`config.mk`:
```
export PLATFORM = sky130hd
export DESIGN_NAME = psram_wr_gen
export DESIGN_NICKNAME = d
export VERILOG_FILES = /design/src/rtl/psram_wr_pkg.sv /design/src/rtl/psram_wr_capture.sv /design/src/rtl/psram_wr_timer.sv /design/src/rtl/psram_wr_fsm.sv /design/src/rtl/psram_wr_gen.sv
export SDC_FILE = /design/constraint.sdc
export NUM_CORES = 1
export LEC_CHECK = 0
export ABC_AREA = 1
export BUFFER_PORTS_ARGS = -buffer_cell sky130_fd_sc_hd__buf_2
export CAP_MARGIN = 20
export CORE_ASPECT_RATIO = 1.5
export CORE_UTILIZATION = 38
export CTS_CLUSTER_DIAMETER = 60
export DETAILED_ROUTE_END_ITERATION = 12
export SETUP_SLACK_MARGIN = 0.02
export SLEW_MARGIN = 0
export SYNTH_ARGS = -nofsm -noshare
export SYNTH_HDL_FRONTEND = slang
export SYNTH_SLANG_ARGS = --single-unit
```
`constraint.sdc`:
```
create_clock -name clk -period 3.44 [get_ports clk]
set_input_delay 0.344 -clock clk [delete_from_list [all_inputs] [get_ports clk]]
set_output_delay 0.344 -clock clk [all_outputs]
set_load 0.01 [all_outputs]
```
`src/rtl/psram_wr_pkg.sv`:
```
package psram_wr_pkg;

    localparam int unsigned ORD_CE_FIRST = 0;
    localparam int unsigned ORD_WE_FIRST = 1;
    localparam int unsigned ORD_TOGETHER = 2;

    typedef enum logic [2:0] {
        ST_IDLE,
        ST_LEAD,
        ST_HZ,
        ST_DATA,
        ST_TAIL,
        ST_REC
    } wr_state_e;

    typedef struct packed {
        wr_state_e state;
        logic      ce_n;
        logic      we_n;
        logic      oe_n;
        logic      drive;
        logic      ready;
        logic      done;
    } seq_regs_t;

endpackage

```
`src/rtl/psram_wr_capture.sv`:
```
module psram_wr_capture #(
    parameter int unsigned ADDR_W = 18,
    parameter int unsigned DATA_W = 8
) (
    input  logic              clk,
    input  logic              rst_n,
    input  logic              load,
    input  logic [ADDR_W-1:0] in_addr,
    input  logic [DATA_W-1:0] in_data,
    output logic [ADDR_W-1:0] out_addr,
    output logic [DATA_W-1:0] out_data
);

    typedef struct packed {
        logic [ADDR_W-1:0] addr;
        logic [DATA_W-1:0] data;
    } cap_t;

    cap_t cap_d, cap_q;

    always_comb begin
        cap_d = cap_q;
        if (load) begin
            cap_d.addr = in_addr;
            cap_d.data = in_data;
        end
    end

    always_ff @(posedge clk or negedge rst_n) begin
        if (!rst_n) begin
            cap_q <= '0;
        end else begin
            cap_q <= cap_d;
        end
    end

    assign out_addr = cap_q.addr;
    assign out_data = cap_q.data;

endmodule

```
`src/rtl/psram_wr_timer.sv`:
```
module psram_wr_timer #(
    parameter int unsigned CNT_W = 4
) (
    input  logic             clk,
    input  logic             rst_n,
    input  logic             load,
    input  logic [CNT_W-1:0] load_val,
    output logic             expired
);

    logic [CNT_W-1:0] cnt_d, cnt_q;

    always_comb begin
        cnt_d = cnt_q;
        if (load) begin
            cnt_d = load_val;
        end else if (cnt_q != '0) begin
            cnt_d = cnt_q - 1'b1;
        end
    end

    always_ff @(posedge clk or negedge rst_n) begin
        if (!rst_n) begin
            cnt_q <= '0;
        end else begin
            cnt_q <= cnt_d;
        end
    end

    assign expired = (cnt_q == '0);

endmodule

```
`src/rtl/psram_wr_fsm.sv`:
```
module psram_wr_fsm
    import psram_wr_pkg::*;
#(
    parameter int unsigned STROBE_ORDER = ORD_CE_FIRST,
    parameter bit          END_BY_CE    = 1'b0,
    parameter int unsigned WHZ_CYC      = 2,
    parameter int unsigned DW_CYC       = 2,
    parameter int unsigned CNT_W        = 2
) (
    input  logic             clk,
    input  logic             rst_n,
    input  logic             req_valid,
    input  logic             tmr_expired,
    output logic             accept,
    output logic             tmr_load,
    output logic [CNT_W-1:0] tmr_val,
    output logic             ce_n,
    output logic             we_n,
    output logic             oe_n,
    output logic             drive,
    output logic             ready,
    output logic             done
);

    localparam logic [CNT_W-1:0] HZ_LOAD = CNT_W'(WHZ_CYC - 1);
    localparam logic [CNT_W-1:0] DW_LOAD = CNT_W'(DW_CYC - 1);

    localparam seq_regs_t IDLE_REGS = '{
        state: ST_IDLE, ce_n: 1'b1, we_n: 1'b1, oe_n: 1'b1,
        drive: 1'b0, ready: 1'b1, done: 1'b0
    };

    seq_regs_t r_d, r_q;

    always_comb begin
        r_d      = r_q;
        r_d.done = 1'b0;
        r_d.oe_n = 1'b1;
        tmr_load = 1'b0;
        tmr_val  = '0;
        accept   = req_valid && r_q.ready;

        case (r_q.state)
            ST_IDLE: begin
                if (accept) begin
                    r_d.ready = 1'b0;
                    if (STROBE_ORDER == ORD_CE_FIRST) begin
                        r_d.ce_n  = 1'b0;
                        r_d.state = ST_LEAD;
                    end else if (STROBE_ORDER == ORD_WE_FIRST) begin
                        r_d.we_n  = 1'b0;
                        r_d.state = ST_LEAD;
                    end else begin
                        r_d.ce_n  = 1'b0;
                        r_d.we_n  = 1'b0;
                        r_d.drive = 1'b1;
                        r_d.state = ST_DATA;
                        tmr_load  = 1'b1;
                        tmr_val   = DW_LOAD;
                    end
                end
            end
            ST_LEAD: begin
                if (STROBE_ORDER == ORD_CE_FIRST) begin
                    r_d.we_n  = 1'b0;
                    r_d.state = ST_HZ;
                    tmr_load  = 1'b1;
                    tmr_val   = HZ_LOAD;
                end else begin
                    r_d.ce_n  = 1'b0;
                    r_d.drive = 1'b1;
                    r_d.state = ST_DATA;
                    tmr_load  = 1'b1;
                    tmr_val   = DW_LOAD;
                end
            end
            ST_HZ: begin
                if (tmr_expired) begin
                    r_d.drive = 1'b1;
                    r_d.state = ST_DATA;
                    tmr_load  = 1'b1;
                    tmr_val   = DW_LOAD;
                end
            end
            ST_DATA: begin
                if (tmr_expired) begin
                    r_d.drive = 1'b0;
                    if (END_BY_CE) begin
                        r_d.ce_n = 1'b1;
                    end else begin
                        r_d.we_n = 1'b1;
                    end
                    r_d.state = ST_TAIL;
                end
            end
            ST_TAIL: begin
                r_d.ce_n = 1'b1;
                r_d.we_n = 1'b1;
                if (END_BY_CE) begin
                    r_d.ready = 1'b1;
                    r_d.done  = 1'b1;
                    r_d.state = ST_IDLE;
                end else begin
                    r_d.state = ST_REC;
                end
            end
            ST_REC: begin
                r_d.ready = 1'b1;
                r_d.done  = 1'b1;
                r_d.state = ST_IDLE;
            end
            default: begin
                r_d = IDLE_REGS;
            end
        endcase
    end

    always_ff @(posedge clk or negedge rst_n) begin
        if (!rst_n) begin
            r_q <= IDLE_REGS;
        end else begin
            r_q <= r_d;
        end
    end

    assign ce_n  = r_q.ce_n;
    assign we_n  = r_q.we_n;
    assign oe_n  = r_q.oe_n;
    assign drive = r_q.drive;
    assign ready = r_q.ready;
    assign done  = r_q.done;

    // Cycle counters used only by the checks below
    int unsigned we_low_cyc_q;
    int unsigned drive_cyc_q;

    always_ff @(posedge clk or negedge rst_n) begin
        if (!rst_n) begin
            we_low_cyc_q <= 0;
            drive_cyc_q  <= 0;
        end else begin
            we_low_cyc_q <= r_q.we_n ? 0 : we_low_cyc_q + 1;
            drive_cyc_q  <= r_q.drive ? drive_cyc_q + 1 : 0;
        end
    end

    AST_DRIVE_IN_OVERLAP: assert property (@(posedge clk) disable iff (!rst_n)
        r_q.drive |-> (!r_q.we_n && !r_q.ce_n));

    AST_FLOAT_WAIT: assert property (@(posedge clk) disable iff (!rst_n)
        (STROBE_ORDER == ORD_CE_FIRST && $rose(r_q.drive)) |-> (we_low_cyc_q == WHZ_CYC));

    AST_DATA_WINDOW: assert property (@(posedge clk) disable iff (!rst_n)
        $fell(r_q.drive) |-> (drive_cyc_q == DW_CYC));

    AST_SINGLE_END_EDGE: assert property (@(posedge clk) disable iff (!rst_n)
        $fell(r_q.drive) |-> (r_q.ce_n != r_q.we_n) && (r_q.ce_n == END_BY_CE));

    AST_BOTH_HIGH_AFTER_END: assert property (@(posedge clk) disable iff (!rst_n)
        $fell(r_q.drive) |=> (r_q.ce_n && r_q.we_n));

    AST_READY_DROPS: assert property (@(posedge clk) disable iff (!rst_n)
        accept |=> !r_q.ready);

    AST_DONE_ONE_CYCLE: assert property (@(posedge clk) disable iff (!rst_n)
        r_q.done |=> !r_q.done);

    AST_DONE_WITH_READY: assert property (@(posedge clk) disable iff (!rst_n)
        $rose(r_q.ready) |-> r_q.done);

endmodule

```
`src/rtl/psram_wr_gen.sv`:
```
module psram_wr_gen
    import psram_wr_pkg::*;
#(
    parameter int unsigned ADDR_W       = 18,
    parameter int unsigned DATA_W       = 8,
    parameter int unsigned STROBE_ORDER = ORD_CE_FIRST,
    parameter bit          END_BY_CE    = 1'b0,
    parameter int unsigned WHZ_CYC      = 2,
    parameter int unsigned DW_CYC       = 2
) (
    input  logic              clk,
    input  logic              rst_n,
    input  logic              req_valid,
    input  logic [ADDR_W-1:0] req_addr,
    input  logic [DATA_W-1:0] req_data,
    output logic              req_ready,
    output logic              wr_done,
    output logic [ADDR_W-1:0] mem_addr,
    output logic [DATA_W-1:0] mem_dq_out,
    output logic              mem_dq_drive,
    output logic              mem_ce_n,
    output logic              mem_we_n,
    output logic              mem_oe_n
);

    localparam int unsigned CNT_MAX = (WHZ_CYC > DW_CYC) ? WHZ_CYC : DW_CYC;
    localparam int unsigned CNT_W   = $clog2(CNT_MAX + 1);

    if (WHZ_CYC < 1) begin : g_bad_whz
        $error("WHZ_CYC must be at least 1");
    end
    if (DW_CYC < 1) begin : g_bad_dw
        $error("DW_CYC must be at least 1");
    end
    if (STROBE_ORDER > ORD_TOGETHER) begin : g_bad_order
        $error("STROBE_ORDER must be 0, 1 or 2");
    end

    logic             accept;
    logic             tmr_load;
    logic [CNT_W-1:0] tmr_val;
    logic             tmr_expired;

    psram_wr_fsm #(
        .STROBE_ORDER (STROBE_ORDER),
        .END_BY_CE    (END_BY_CE),
        .WHZ_CYC      (WHZ_CYC),
        .DW_CYC       (DW_CYC),
        .CNT_W        (CNT_W)
    ) u_fsm (
        .clk         (clk),
        .rst_n       (rst_n),
        .req_valid   (req_valid),
        .tmr_expired (tmr_expired),
        .accept      (accept),
        .tmr_load    (tmr_load),
        .tmr_val     (tmr_val),
        .ce_n        (mem_ce_n),
        .we_n        (mem_we_n),
        .oe_n        (mem_oe_n),
        .drive       (mem_dq_drive),
        .ready       (req_ready),
        .done        (wr_done)
    );

    psram_wr_timer #(
        .CNT_W (CNT_W)
    ) u_timer (
        .clk      (clk),
        .rst_n    (rst_n),
        .load     (tmr_load),
        .load_val (tmr_val),
        .expired  (tmr_expired)
    );

    psram_wr_capture #(
        .ADDR_W (ADDR_W),
        .DATA_W (DATA_W)
    ) u_capture (
        .clk      (clk),
        .rst_n    (rst_n),
        .load     (accept),
        .in_addr  (req_addr),
        .in_data  (req_data),
        .out_addr (mem_addr),
        .out_data (mem_dq_out)
    );

    AST_ADDR_HELD: assert property (@(posedge clk) disable iff (!rst_n)
        (!req_ready && !$past(req_ready)) |-> ($stable(mem_addr) && $stable(mem_dq_out)));

    AST_BUSY_IGNORES_REQ: assert property (@(posedge clk) disable iff (!rst_n)
        (!req_ready && req_valid) |=> $stable(mem_addr));

endmodule

```
==> run metrics, run 1 <==
via count=1307; Routed Antenna Nets=0; total nets after synthesis=208; Least-Margin Pin Slew=0.798 ns; area share of fa/ha/maj cells after synthesis=0.00782; H-tree Lvls=2; antenna violations before repair=0; CP startpoint kind=flip-flop; Max Slew Vio Count=0; worst min path class=input port to asynchronous set/reset pin; CP delay by family, top=flip-flops; total CTS buffers=5; status=finished, final reports clean; largest net degree at the start of global routing=37; synthesized cell area=1600 um^2; Via-to-Cell Ratio=4.68; Worst path max stage delay=0.87 ns; synthesized-area fraction occupied by ao, oa, aoi and oai cells=0.0196; clock transition at the registers of the reported paths=0.07 ns; TNS Setup=0 ns; PortBufs=59; GRT busiest layer=met2; WHS=0.143 ns; Synth cell types=25; Max-Cap Viols=0; grt met3 use=0.0463; Bufs and invs on worst path=1; Mapped Cells=178; synth warn=0; Synth Area in XOR/XNOR=0.00548; DP HPWL=2.32 mm; mean post-synth cell area=8.98 um^2; endpoint class of the critical path=primary output; met1 Track Usage GR=0.192; nets@finish=263; Core Area=3990 um^2; gp weighted congestion=0.750; cells along the critical path=buf_2; Critical Path AT=1.38 ns; die span in x=55.0 um; Worst path slowest cell=dfstp_2; Synth Flop Type=dfrtp_1; DIE HEIGHT=81.5 um; Initial Utilization=0.400; first-pass GRT wire length=5.25 mm; 1st-pass router iterations=4; CTS root buffer=clkbuf_8; Max VDD drop=525 uV; # Post-CTS Setup Buffers=0; Simple-Gate Fraction of Synth Area=0.327; max_slew headroom=0.468; num rows=28; post-CTS sizing=0; final wirelength=3.41 mm; final period utilization=0.501; GRT Overall Usage=0.163; met2 usage=0.270; Post-CTS Hold Buffers=0; number of global-route vias before repair=1233; Layout area overhead=23.1%; pwr dens=949 nW/um^2; Antenna Diode Count=0; critical path required time=3.10 ns; # IOs=61; FF+latch count, synth=36; Crit Path Max Fanout=29; final-report setup violation count=0; Crit Path Category=flip-flop to primary output; Leak=0.00113 uW; fillcell total=420; Starting DRT DRC Count=62; # DRC=0; DR WL/cell=12.2 um; number of synthesized flops with an enable pin=0; clk_skew=0.00431 ns; share of layout cells above drive strength 1=0.333; final critical-path required period=1.72 ns; unrepaired setup endpoints after global routing=no; Async SR Flop Fraction=1.00; post-synthesis sequential area ratio=0.566; grt ovf=0; FMAX=0.580 GHz; CTS tree=built; clk buf depth=2; hold violation count in the final report=0; clk_lat worst skew=0.28 ns; Clock Sinks=36; Die ar.=4480 um^2; mux contribution to synthesized area=0; main combinational cell family by area after synthesis=simple AND/OR/NAND/NOR gates
[kinds of logic after synthesis]
logic type / Yosys count
AND/OR/NAND/NOR: 115
flip-flops: 36
buffers and inverters: 19
AO/OA/AOI/OAI: 5
XOR/XNOR: 1
adder cells (fa/ha/maj): 1
other: 1
[sequential cells by signal, indices dropped and copies added (netlist names)]
signal,flops
u_fsm.r_q,3
u_fsm.ce_n,1
u_capture.out_addr,18
u_fsm.drive,1
u_fsm.ready,1
u_timer.cnt_q,2
u_fsm.done,1
u_capture.out_data,8
u_fsm.we_n,1
[cells in the mapped netlist, types with 2 or more instances]
master   number  area [um^2]
buf_2         4         20.0
o21ai_0       2         10.0
nand3_2       2         20.0
buf_4         5         37.5
dfrtp_1      33          826
nand3_1      34          170
nor2_1        2         7.51
dfstp_2       3         78.8
nand2_1      71          267
nand4_1       2         12.5
inv_1         6         22.5
[final cells by class]
cell class | instances | area [um^2] | area share
multi-input cells | 123 | 579 | 0.294
inverters | 8 | 32.5 | 0.0165
well taps | 45 | 56.3 | 0.0286
repair buffers | 59 | 295 | 0.150
flip-flops and latches | 36 | 905 | 0.460
clock buffers | 8 | 100 | 0.0509
[report_power, final]
part	internal, uW	switching [uW]	leakage (uW)
Combinational	303	420	0.000633
Clock	183	144	0.0000515
Sequential	635	184	0.000442
[per-stage QoR]
step           cells  area [um^2]  utilization  setup slack, ns  power [uW]
2_1_floorplan    178         1600            -             2.30        1330
3_3_place_gp     271         1870        0.468             1.89        1550
3_5_place_dp     271         1870        0.468             1.88        1560
4_1_cts          279         1970        0.493             1.72        1900
5_1_grt          279         1970        0.493             1.64        2040
6_report         279         1970        0.493             1.72        1870
[worst paths after layout]
path,cells after the start,to,slack [ns],from
worst min register to register,2,u_fsm.we_n$_DFFE_PN1P_,0.46,u_fsm.we_n$_DFFE_PN1P_
worst min-delay path,1,u_capture.out_data[7]$_DFFE_PN0P_,0.14,rst_n
worst max register to register,5,u_fsm.ce_n$_DFFE_PN1P_,1.87,u_fsm.ready$_DFFE_PN1P_
max in group asynchronous,1,u_fsm.done$_DFF_PN0_,2.79,rst_n
min in group clk,3,u_capture.out_addr[17]$_DFFE_PN0P_,0.29,req_addr[17]
worst max-delay path,1,req_ready,1.72,u_fsm.ready$_DFFE_PN1P_
[per-layer routing]
| metal | up-vias | wire [um] |
|---|---|---|
| met5 | - | 0 |
| met4 | 0 | 43 |
| met3 | 5 | 181 |
| met2 | 42 | 1650 |
| met1 | 582 | 1530 |
| li1 | 678 | - |
[placed cells by master (no fill, tap or decap), types with 2 or more instances in the layout]
master	count
buf_2	59
clkbuf_8	7
dfrtp_1	33
dfstp_2	3
inv_1	6
nand2_1	71
nand3_1	34
nand3_2	2
nand4_1	2
nor2_1	2
o21ai_0	2
No activity file was read; power rests on OpenSTA's default activity.
==> inputs of run 2 (changes only) <==
clock period = 1.6 ns   (was 3.44 ns; I/O delays follow)
==> run 2 against run 1 <==
Critical path depth grew 1. Final area grew 3.2%. First-iteration DRC count shrank 48%. Clock skew grew 0.0018 ns. Global-route usage grew 0.38 points. Critical endpoint unchanged. Largest cell class unchanged.
==> run metrics, run 2 (synthesis gave the netlist of run 1 again) <==
status=finished, final reports clean; Crit Reg-Reg Endpoint=u_fsm.ce_n$_DFFE_PN1P_; CP startpoint kind=flip-flop; Routed Antenna Nets=0 (unchanged); GRT Overall Usage=0.167 (+0.00377); met2 usage=0.270 (unchanged); TNS Setup=0 ns (unchanged); CTS tree=built; grt ovf=0 (unchanged); worst min path class=input port to flip-flop; DP HPWL=2.35 mm (+1.7%); antenna violations before repair=0 (unchanged); nets@finish=267 (+1.5%); Layout area overhead=27.0%; number of global-route vias before repair=1252 (+1.5%); # DRC=0 (unchanged); share of layout cells above drive strength 1=0.345 (+0.0112); die span in x=55.0 um (unchanged); pre-CTS WS=0.329 ns (-1.55 ns); min-delay src=req_addr[7]; fillcell total=425 (+1.2%); Crit Path Category=flip-flop to primary output; Max VDD drop=1280 uV (+140%); Max-Cap Viols=0 (unchanged); GRT busiest layer=met2; final setup margin=0.125 ns (-1.59 ns); most common cell after layout, fill and taps aside=nand2_1; Via-to-Cell Ratio=4.79 (+2.2%); Leak=0.00116 uW (+2.9%); Worst Hold Depth=3; grt met3 use=0.0519 (+0.00556); Die ar.=4480 um^2 (unchanged); via count=1355 (+3.7%); final-report setup violation count=0 (unchanged); DIE HEIGHT=81.5 um (unchanged); Antenna Diode Count=0 (unchanged); critical path required time=1.44 ns (-1.66 ns); final wirelength=3.37 mm (-1.1%); Critical Path AT=1.31 ns (-0.07 ns); Worst Hold End=u_capture.out_addr[7]$_DFFE_PN0P_; FMAX=0.678 GHz; Core Util, Final=0.508 (+0.0157); Clock Sinks=36 (unchanged); Max Slew Vio Count=0 (unchanged); DR WL/cell=11.9 um (-2.5%); # IOs=61 (unchanged); Starting DRT DRC Count=32 (-48%); first-pass GRT wire length=5.38 mm (+2.5%); Finished Layout Cells=283 (+1.4%); Placed Area=1890 um^2 (+1.2%); post-route cell area=2030 um^2 (+3.2%); reg2reg start=u_fsm.ready$_DFFE_PN1P_; final period utilization=0.922; clk_skew=0.00613 ns (+0.00182 ns); clk buf depth=2 (unchanged); Initial Utilization=0.400 (unchanged); # Post-CTS Setup Buffers=0 (unchanged); gp weighted congestion=0.762 (+1.6%); 1st-pass router iterations=4 (unchanged); Core Area=3990 um^2 (unchanged); max reg flops=18 (unchanged); largest net degree at the start of global routing=37 (unchanged); CTS root buffer=clkbuf_8; commonest cells after routing, fill and taps aside=nand2_1 (71), buf_2 (59), nand3_1 (34); Crit Path Max Fanout=19 (-34%); endpoint class of the critical path=primary output; placed cells=274 (+1.1%); clk_lat worst skew=0.28 ns (about the same); clock transition at the registers of the reported paths=0.07 ns (about the same); H-tree Lvls=2 (unchanged); PortBufs=59 (unchanged); met1 Track Usage GR=0.197 (+0.00535); unrepaired setup endpoints after global routing=no; num rows=28 (unchanged); final critical-path required period=1.47 ns; hold violation count in the final report=0 (unchanged); total CTS buffers=5 (unchanged); pwr dens=2070 nW/um^2 (+120%); worst r2r path cells=5 (unchanged); r2r setup slk=0.31 ns (-1.56 ns)
[run 2: changes by cell type in the layout (fill, tap and decap cells not counted), sizes merged]
cell	delta
clkbuf	-1
buf	+3
dlygate4sd3	+1
bufinv	+1
[run 2: power by group]
part / internal, uW / leakage (uW) / switching (uW) / total [uW]
combinational: 679 / 0.000653 / 964 / 1640
clock: 550 / 0.0000645 / 301 / 851
sequential: 1360 / 0.000442 / 341 / 1700
[run 2: cell type report]
type                    count  area [um^2]  area share
flip-flops and latches     36          905       0.445
multi-input cells         123          579       0.285
repair buffers             63          332       0.163
clock buffers               7         96.3      0.0474
well taps                  45         56.3      0.0277
inverters                   8         32.5      0.0160
clock inverters             1         30.0      0.0148
[run 2: timing repair]
action / CTS / global route
endpoints found under the setup margin: 0 / 1
hold buffers: 1 / 0
hold endpoints to repair: 33 / 0
resized for setup: 0 / 1
[run 2: worst max path at each step]
stage / start / to / slack [ns] / cells after the start
2_1_floorplan: u_fsm.ready$_DFFE_PN1P_ / u_capture.out_addr[0]$_DFFE_PN0P_ / 0.46 / 5
3_3_place_gp: u_fsm.ready$_DFFE_PN1P_ / u_fsm.ce_n$_DFFE_PN1P_ / 0.35 / 5
3_5_place_dp: u_fsm.ready$_DFFE_PN1P_ / u_fsm.ce_n$_DFFE_PN1P_ / 0.33 / 5
4_1_cts: u_fsm.ready$_DFFE_PN1P_ / req_ready / 0.06 / 2
5_1_grt: u_fsm.ready$_DFFE_PN1P_ / req_ready / 0.07 / 2
6_report: u_fsm.ready$_DFFE_PN1P_ / req_ready / 0.13 / 2
[run 2: metal layers]
layer / up-vias / wire length [um]
met5: - / 0
li1: 687 / -
met1: 613 / 1450
met3: 7 / 234
met4: 0 / 73
met2: 48 / 1620
[run 2: critical path, cell delays in order (launching register included)]
cell,delay (ns)
dfstp_2,0.67
buf_6,0.21
buf_2,0.15
[run 2: per-stage QoR]
stage | power, uW | hold slack (ns)
floorplan | 2850 | -0.136
global placement | 3360 | 0.228
detailed placement | 3380 | 0.229
CTS | 4260 | 0.0954
global route | 4600 | 0.0955
finish | 4200 | 0.107
==> inputs of run 3 (changes only) <==
CORE_ASPECT_RATIO = 2   (was 1.5)
SETUP_SLACK_MARGIN = unset   (was 0.02)
==> run 3 against run 2 <==
Largest power group unchanged. Sequential cell count stayed put. Highest routed layer unchanged. Clock-buffer cell count stayed put. Core utilization is 1.3 points lower. Final cell count is 2.1% higher. Die area is 0.23% higher. Clock power is 20% lower.
==> run metrics, run 3 (synthesis gave the netlist of run 1 again) <==
total CTS buffers=5 (unchanged); r2r setup slk=0.31 ns (about the same); TNS Setup=0 ns (unchanged); die span in x=47.9 um (-13%); # IOs=61 (unchanged); FMAX=0.766 GHz (+13%); PortBufs=59 (unchanged); Worst path slowest cell=dfstp_2; clk_skew=0.00360 ns (-0.00253 ns); post-CTS sizing=0 (unchanged); Clock Sinks=36 (unchanged); gp weighted congestion=0.712 (-6.5%); Core Area=4050 um^2 (+1.3%); Initial Utilization=0.395 (-0.00520); number of global-route vias before repair=1218 (-2.7%); clk buf depth=2 (unchanged); # DRC=0 (unchanged); worst r2r path cells=5 (unchanged); Crit Reg-Reg Endpoint=u_fsm.ce_n$_DFFE_PN1P_; CP delay by family, top=flip-flops; DP HPWL=2.51 mm (+6.8%); DR WL/cell=11.7 um (-1.8%); pwr dens=2000 nW/um^2 (-3.2%); most common cell after layout, fill and taps aside=nand2_1; cells along the critical path=buf_2; GRT Overall Usage=0.162 (-0.00498); num rows=33 (+18%); DIE HEIGHT=93.7 um (+15%); Via-to-Cell Ratio=4.72 (-1.4%); H-tree Lvls=2 (unchanged); status=finished, final reports clean; Critical Path AT=1.15 ns (-0.16 ns); NetSw=1590 uW (-0.73%); capture point of the worst path=req_ready; CP startpoint kind=flip-flop; final period utilization=0.816 (-0.106); hold violation count in the final report=0 (unchanged); Int Pwr=2420 uW (-6.7%); crit path launch=u_fsm.ready$_DFFE_PN1P_; Worst Hold Depth=3 (unchanged); final critical-path required period=1.31 ns (-0.169 ns); Die ar.=4490 um^2 (+0.23%); Crit Path Max Fanout=15 (-4); clk_lat worst skew=0.28 ns (about the same); Max-Cap Viols=0 (unchanged); Max Slew Vio Count=0 (unchanged); commonest cells after routing, fill and taps aside=nand2_1 (71), buf_2 (59), nand3_1 (34); final-report setup violation count=0 (unchanged); Net Sw Frac=0.397 (+0.0147); final wirelength=3.38 mm (+0.30%); WHS=0.110 ns (+0.00337 ns); largest net degree at the start of global routing=37 (unchanged); clock transition at the registers of the reported paths=0.06 ns (about the same); Layout area overhead=25.4%; share of layout cells above drive strength 1=0.342 (-0.00277); reg2reg start=u_fsm.ready$_DFFE_PN1P_; antenna violations before repair=0 (unchanged); first-pass GRT wire length=5.15 mm (-4.4%); worst min path class=input port to flip-flop; via count=1364 (+0.66%); CTS tree=built; # Post-CTS Setup Buffers=0 (unchanged); Antenna Diode Count=0 (unchanged); 1st-pass router iterations=4 (unchanged); critical path required time=1.44 ns (about the same); max reg flops=18 (unchanged); Crit Path Category=flip-flop to primary output; nets@finish=267 (unchanged); Starting DRT DRC Count=26 (-19%); clock group share of total power=0.169 (-0.034); Max VDD drop=1070 uV (-17%); Bufs and invs on worst path=1 (-1); CTS root buffer=clkbuf_8; Reg power frac=0.426 (+0.020); Routed Antenna Nets=0 (unchanged); endpoint class of the critical path=primary output; Comb power frac=0.406 (+0.015); unrepaired setup endpoints after global routing=no; grt ovf=0 (unchanged); Crit path depth=1 (-1); Leak=0.00114 uW (-1.3%); Post-CTS Hold Buffers=1 (unchanged); Worst path max stage delay=0.68 ns (about the same)
## run 3: changes by cell type in the layout (fill, tap and decap cells not counted), sizes merged
cell    delta
bufinv     -1
## run 3: how the worst min path moves through the flow
stage                            from                                 to  slack (ns)
after CTS                 req_addr[8]  u_capture.out_addr[8]$_DFFE_PN0P_         0.1
after global routing      req_addr[0]  u_capture.out_addr[0]$_DFFE_PN0P_        0.12
after detailed placement        rst_n  u_capture.out_data[3]$_DFFE_PN0P_        0.22
final                     req_addr[8]  u_capture.out_addr[8]$_DFFE_PN0P_        0.11
after floorplan                 rst_n  u_capture.out_addr[0]$_DFFE_PN0P_       -0.14
after global placement          rst_n  u_capture.out_data[3]$_DFFE_PN0P_        0.23
## run 3: power groups by stage
stage / sequential [uW] / combinational (uW) / clock (uW)
final: 1710 / 1630 / 677
after global routing: 1770 / 1870 / 729
after detailed placement: 1730 / 1670 / 0
after global placement: 1720 / 1650 / 0
after floorplan: 1770 / 1080 / 0
after CTS: 1720 / 1670 / 698
## run 3: routing by layer
layer | share of wire | track usage
met3 | 0.049 | 0.0327
met4 | 0.020 | 0.0764
met5 | 0 | 0
met1 | 0.40 | 0.166
met2 | 0.53 | 0.287
## run 3: metrics by stage
stage / util / instance area [um^2] / worst slack (ns) / instances / total power [uW]
CTS: 0.496 / 2010 / 0.277 / 289 / 4080
detailed placement: 0.469 / 1900 / 0.296 / 281 / 3390
floorplan: - / 1600 / 0.463 / 178 / 2850
global placement: 0.469 / 1900 / 0.312 / 281 / 3370
global route: 0.496 / 2010 / 0.204 / 289 / 4370
finish: 0.496 / 2010 / 0.294 / 289 / 4010
## run 3: layout make-up
cell class                 instances  area [um^2]
clock buffer                       7         96.3
inverter                           8         32.5
timing repair buffer              63          328
sequential                        36          905
multi-input combinational        123          579
fill                             444         2040
tap                               52         65.1
